--- config.mk ---
export PLATFORM = sky130hd
export DESIGN_NAME = ipl_resolver
export DESIGN_NICKNAME = d
export VERILOG_FILES = /design/src/rtl/ipl_pkg.sv /design/src/rtl/ipl_req_regs.sv /design/src/rtl/ipl_scan.sv /design/src/rtl/ipl_trap_ctl.sv /design/src/rtl/ipl_resolver.sv
export SDC_FILE = /design/constraint.sdc
export NUM_CORES = 1
export LEC_CHECK = 0
export BUFFER_PORTS_ARGS = -buffer_cell sky130_fd_sc_hd__buf_2
export CORE_UTILIZATION = 43
export CTS_CLUSTER_DIAMETER = 120
export CTS_CLUSTER_SIZE = 20
export DETAILED_ROUTE_END_ITERATION = 16
export PLACE_DENSITY = 0.9
export SLEW_MARGIN = 20
export SYNTH_ARGS = -nofsm -noshare
export SYNTH_HDL_FRONTEND = slang
export SYNTH_SLANG_ARGS = --single-unit
--- constraint.sdc ---
create_clock -name clk -period 4.21 [get_ports clk]
set_clock_uncertainty 0.05 [all_clocks]
set_input_delay 1.0525 -clock clk [delete_from_list [all_inputs] [get_ports clk]]
set_output_delay 1.0525 -clock clk [all_outputs]
set_load 0.03 [all_outputs]
--- src/rtl/ipl_pkg.sv ---
package ipl_pkg;
   localparam int LVL_W = 5;
   typedef logic [LVL_W-1:0] ipl_t;
endpackage

--- src/rtl/ipl_req_regs.sv ---
module ipl_req_regs
   import ipl_pkg::*;
#(
   parameter int DATA_W = 32,
   parameter int SW_LO  = 4,
   parameter int SW_N   = 15
) (
   input  logic              clk,
   input  logic              rst_n,
   input  logic              sw_wr_en,
   input  logic [DATA_W-1:0] sw_wr_data,
   input  logic              lvl_wr_en,
   input  logic [DATA_W-1:0] lvl_wr_data,
   output logic [DATA_W-1:0] sw_q,
   output ipl_t              lvl_q
);
   localparam logic [DATA_W-1:0] SW_MASK =
      ((DATA_W'(1) << SW_N) - DATA_W'(1)) << SW_LO;

   logic unused_lvl_hi;
   assign unused_lvl_hi = ^lvl_wr_data[DATA_W-1:LVL_W];

   always_ff @(posedge clk) begin
      if (!rst_n) begin
         sw_q  <= '0;
         lvl_q <= '0;
      end else begin
         if (sw_wr_en)
            sw_q <= sw_wr_data & SW_MASK;
         if (lvl_wr_en)
            lvl_q <= lvl_wr_data[LVL_W-1:0];
      end
   end
endmodule

--- src/rtl/ipl_scan.sv ---
module ipl_scan
   import ipl_pkg::*;
#(
   parameter int SW_LO  = 4,
   parameter int SW_N   = 15,
   parameter int EXT_LO = 20,
   parameter int EXT_N  = 8,
   parameter int SUM_W  = 32
) (
   input  logic [SW_N-1:0]  sw_field,
   input  logic [EXT_N-1:0] ext_lines,
   output ipl_t             req_level,
   output logic [SUM_W-1:0] req_summary
);
   ipl_t sw_level;
   ipl_t ext_level;
   logic ext_any;

   // Low-to-high scan: the last hit, i.e. the highest index, wins.
   always_comb begin
      sw_level = '0;
      for (int i = 0; i < SW_N; i++)
         if (sw_field[i])
            sw_level = LVL_W'(i + 1);
   end

   always_comb begin
      ext_level = '0;
      for (int k = 0; k < EXT_N; k++)
         if (ext_lines[k])
            ext_level = LVL_W'(EXT_LO + k);
   end

   assign ext_any   = |ext_lines;
   assign req_level = ext_any ? ext_level : sw_level;

   generate
      for (genvar b = 0; b < SUM_W; b++) begin : g_sum
         if (b >= SW_LO && b < SW_LO + SW_N) begin : g_sw
            assign req_summary[b] = sw_field[b-SW_LO];
         end else if (b >= EXT_LO && b < EXT_LO + EXT_N) begin : g_ext
            assign req_summary[b] = ext_lines[b-EXT_LO];
         end else begin : g_zero
            assign req_summary[b] = 1'b0;
         end
      end
   endgenerate
endmodule

--- src/rtl/ipl_trap_ctl.sv ---
module ipl_trap_ctl
   import ipl_pkg::*;
#(
   parameter int SUM_W = 32,
   parameter int AST_W = 4
) (
   input  logic             clk,
   input  logic             rst_n,
   input  ipl_t             req_level,
   input  logic [SUM_W-1:0] req_summary,
   input  ipl_t             cur_level,
   input  logic [AST_W-1:0] async_req,
   input  logic             trap_ack,
   output logic             trap_req,
   output logic [SUM_W-1:0] int_summary,
   output ipl_t             int_id,
   output logic             async_err
);
   logic busy_q;
   logic async_hit;
   logic take;

   assign async_hit = |async_req;
   assign take = (req_level != '0) && (req_level > cur_level)
                 && !async_hit && !busy_q;

   always_ff @(posedge clk) begin
      if (!rst_n) begin
         busy_q      <= 1'b0;
         trap_req    <= 1'b0;
         int_summary <= '0;
         int_id      <= '0;
         async_err   <= 1'b0;
      end else begin
         trap_req  <= take;
         async_err <= async_hit;
         if (take) begin
            busy_q      <= 1'b1;
            int_summary <= req_summary;
            int_id      <= req_level;
         end else if (trap_ack) begin
            busy_q <= 1'b0;
         end
      end
   end
endmodule

--- src/rtl/ipl_resolver.sv ---
module ipl_resolver
   import ipl_pkg::*;
#(
   parameter int DATA_W = 32,
   parameter int SW_LO  = 4,
   parameter int SW_N   = 15,
   parameter int EXT_LO = 20,
   parameter int EXT_N  = 8,
   parameter int AST_W  = 4
) (
   input  logic              clk,
   input  logic              rst_n,
   input  logic              sw_wr_en,
   input  logic [DATA_W-1:0] sw_wr_data,
   input  logic              lvl_wr_en,
   input  logic [DATA_W-1:0] lvl_wr_data,
   input  logic [EXT_N-1:0]  ext_irq,
   input  logic [AST_W-1:0]  async_req,
   input  logic              trap_ack,
   output logic [DATA_W-1:0] sw_pending,
   output logic [LVL_W-1:0]  cur_ipl,
   output logic              trap_req,
   output logic [DATA_W-1:0] int_summary,
   output logic [LVL_W-1:0]  int_id,
   output logic              async_err
);
   localparam int SW_HI = SW_LO + SW_N - 1;
   localparam int EXT_HI = EXT_LO + EXT_N - 1;

   generate
      if (SW_HI >= EXT_LO) begin : g_bad_overlap
         $error("software field overlaps external range");
      end
      if (EXT_HI >= (1 << LVL_W) || EXT_HI >= DATA_W) begin : g_bad_range
         $error("external levels exceed level or summary width");
      end
      if (SW_N >= (1 << LVL_W) || SW_LO < 0) begin : g_bad_sw
         $error("software field does not fit the level width");
      end
   endgenerate

   ipl_t              lvl_q;
   ipl_t              req_level;
   logic [DATA_W-1:0] req_summary;
   ipl_t              id_q;

   ipl_req_regs #(.DATA_W(DATA_W), .SW_LO(SW_LO), .SW_N(SW_N)) u_regs (
      .clk         (clk),
      .rst_n       (rst_n),
      .sw_wr_en    (sw_wr_en),
      .sw_wr_data  (sw_wr_data),
      .lvl_wr_en   (lvl_wr_en),
      .lvl_wr_data (lvl_wr_data),
      .sw_q        (sw_pending),
      .lvl_q       (lvl_q)
   );

   ipl_scan #(.SW_LO(SW_LO), .SW_N(SW_N), .EXT_LO(EXT_LO), .EXT_N(EXT_N),
              .SUM_W(DATA_W)) u_scan (
      .sw_field    (sw_pending[SW_HI:SW_LO]),
      .ext_lines   (ext_irq),
      .req_level   (req_level),
      .req_summary (req_summary)
   );

   ipl_trap_ctl #(.SUM_W(DATA_W), .AST_W(AST_W)) u_trap (
      .clk         (clk),
      .rst_n       (rst_n),
      .req_level   (req_level),
      .req_summary (req_summary),
      .cur_level   (lvl_q),
      .async_req   (async_req),
      .trap_ack    (trap_ack),
      .trap_req    (trap_req),
      .int_summary (int_summary),
      .int_id      (id_q),
      .async_err   (async_err)
   );

   assign cur_ipl = lvl_q;
   assign int_id  = id_q;
endmodule

==> flow_metrics.env <==
export IMPL_outcome="finished, final reports clean"
export IMPL_die_area_um2=6224
export IMPL_reg2reg_from="u_regs.sw_q[8]"
export IMPL_final_core_util_pct=54.64
export IMPL_grt_ovfl_total=0
export IMPL_synth_area_top_cells="dfxtp_1 (40%), mux2i_1 (18%), nand2_1 (8.4%)"
export IMPL_clk_pin_slew_ns=0.09
export IMPL_post_route_min_period_ns=3.465
export IMPL_clockBufferDepth=2
export IMPL_netlist_area_um2=2542
export IMPL_grt_pass1_wl_um=8562
export IMPL_dr_total_vias=2106
export IMPL_ys_ff_latch=51
export IMPL_initial_utilization_pct=45.34
export IMPL_crit_required_ns=4.38
export IMPL_cts_made_buffers=5
export IMPL_setup_viol=0
export IMPL_yosysWarningCount=0
export IMPL_cts_setup_buffers=0
export IMPL_ys_flop_type="dfxtp_1"
export IMPL_dieWidth_um=78.90
export IMPL_ant_nets=0
export IMPL_grt_setup_unrepaired="no"
export IMPL_grt_usage_pct=17.72
export IMPL_core_area_um2=5608
export IMPL_cts_htree_levels=2
export IMPL_netlist_area_leader_share_pct=40.16
export IMPL_endpoint="u_trap.int_summary[15]"
export IMPL_arrival_ns=3.63
export IMPL_wirelength_um=5436
export IMPL_synth_cells=283
export IMPL_async_flop_share_pct=0
export IMPL_diodes=0
export IMPL_cts_sinks=51
export IMPL_yosys_top_cells_count="nand2_1 (57), dfxtp_1 (51), mux2i_1 (46)"
export IMPL_period_share_pct=82.31
export IMPL_cp_start_kind="input port"
export IMPL_grt_max_degree=79
export IMPL_leakagePower_nw=1.423
export IMPL_drt_met1_wl_um=2389
export IMPL_syn2layout_area_growth_pct=20.52
export IMPL_ir_drop_uv=173.8
export IMPL_vias_per_cell=4.830
export IMPL_firstDrtPassIters=4
export IMPL_gp_congestion=0.7618
export IMPL_grt_antenna_before_repair=0
export IMPL_yosysMostFrequentCell="nand2_1"
export IMPL_wl_met2_um=2675
export IMPL_post_place_ws_ns=0.4713
export IMPL_fill_cells=510
export IMPL_met3_length_um=316
export IMPL_regArea_um2=1021
export IMPL_crit_start="ext_irq[7]"
export IMPL_cts_hold_buffers_added=0
export IMPL_reg2reg_depth=12
export IMPL_slew_violations=0
export IMPL_synth_seq_area_share_pct=40.16
export IMPL_r2r_end="u_trap.int_summary[15]"
export IMPL_dp_hpwl_um=4032
export IMPL_tns_ns=0
export IMPL_drtIter0Drc=89
export IMPL_multi_input_area_um2=1311
export IMPL_rows=27
export IMPL_critical_path_class="input port to register"
export IMPL_fp_dieH_um=78.90
export IMPL_drive_above_1_share_pct=27.47
export IMPL_cts_tree="yes"
export IMPL_num_io_pins=157
export IMPL_holdWs_ns=0.4090
export IMPL_cts_resized_gates=0
export IMPL_p_per_area_nw_per_um2=359.2
export IMPL_synth_top_cell_by_area="dfxtp_1"
export IMPL_fmax_ghz=0.2886
export IMPL_dr_max_layer_used="met4"
export IMPL_hp_class="register to register"
export IMPL_avgSynthCellArea_um2=8.984
export IMPL_wl_per_cell_um=12.47
export IMPL_path_max_fanout=7
export IMPL_clk_latency_ns=0.30
export IMPL_synth_edf_count=0
export IMPL_fin_nets=449
export IMPL_grt_pass1_vias=1842
export IMPL_finalWorstSetupSlack_ns=0.7449
export IMPL_relSlewSlack_pct=56.20
export IMPL_drc=0
export IMPL_tightest_slew_ns=0.6570
export IMPL_maxCapViolations=0
export IMPL_ctsRootBufferMaster="clkbuf_8"
export IMPL_end_kind="register"
export IMPL_finalHoldViolCount=0
export IMPL_r2r_setup_slack_ns=1.05
export IMPL_yosysUniqueCellTypes=35
export IMPL_io_buffers=86
-- critical path: stages --
cell and delay (ns):
buf_2 0.13, or2_1 0.27, nor3_4 0.21, nand2_1 0.15, o41a_1 0.47, inv_1 0.08
ha_1 0.22, nand3_1 0.08, o211a_1 0.14, o31a_1 0.21, o31a_2 0.21, buf_4 0.19
mux2i_1 0.24
-- cell type report --
cell class	instances	area share [%]
multi-input combinational	206	42.79
sequential	51	33.32
timing repair buffer	89	15.27
tap	72	2.940
clock buffer	5	2.246
clock inverter	3	2.205
inverter	10	1.225
-- per-layer routing --
metal / vias up / GRT usage [%]
li1: 1055 / -
met1: 966 / 21.06
met2: 78 / 31.74
met3: 7 / 4.138
met4: 0 / 4.909
met5: - / 0
-- cells in the final DEF, fill, tap and decap left out, types with 4 or more instances in the layout --
cell,instances
dfxtp_1,51
conb_1,26
ha_1,5
mux2i_1,46
nor2b_1,24
clkbuf_8,5
buf_2,85
inv_1,10
nand2_1,57
nor2_1,7
a21oi_1,5
nor4_1,4
-- worst min path at each step --
stage | startpoint | end | slack [ns] | depth (start not counted)
CTS | u_trap.int_id[4] | u_trap.int_id[4] | 0.41 | 2
detailed placement | u_trap.int_id[4] | u_trap.int_id[4] | 0.40 | 2
global placement | u_trap.int_summary[22] | u_trap.int_summary[22] | 0.39 | 2
global route | u_trap.int_summary[5] | u_trap.int_summary[5] | 0.43 | 2
finish | u_trap.int_summary[4] | u_trap.int_summary[4] | 0.41 | 2
floorplan | u_trap.busy_q | u_trap.busy_q | 0.49 | 3
-- cells by family (layout without fill, tap and decap cells) --
| logic type | Yosys count | count (layout) | synth area share (%) |
|---|---|---|---|
| compound gates | 21 | 21 | 6.299 |
| fa+ha+maj | 5 | 5 | 2.461 |
| buf+inv | 51 | 107 | 12.01 |
| flops | 51 | 51 | 40.16 |
| mux | 46 | 46 | 18.11 |
| other cells | 1 | 26 | 0.1475 |
| simple gates | 108 | 108 | 20.82 |
-- state kept, by name, summed over array words and instances (netlist names) --
register,flops
u_trap.trap_req,1
u_trap.int_id,5
u_trap.busy_q,1
u_trap.int_summary,23
u_regs.lvl_q,5
u_regs.sw_q,15
u_trap.async_err,1
-- metrics by stage --
step	std cells	power (W)	area, um^2
after floorplan	308	0.0006798	2636
after global placement	428	0.0007085	2925
after detailed placement	428	0.0007145	2925
after CTS	436	0.001113	3062
after global routing	436	0.001153	3064
final	436	0.001101	3064
-- where the power goes --
| part | leakage [nW] | total, W | switching [W] | internal [W] |
|---|---|---|---|---|
| sequential | 0.416 | 0.000516 | 0.0000178 | 0.000499 |
| clock | 0.0644 | 0.000397 | 0.000160 | 0.000237 |
| combinational | 0.943 | 0.000187 | 0.000124 | 0.0000631 |
Power figures use the tool's default switching activity.
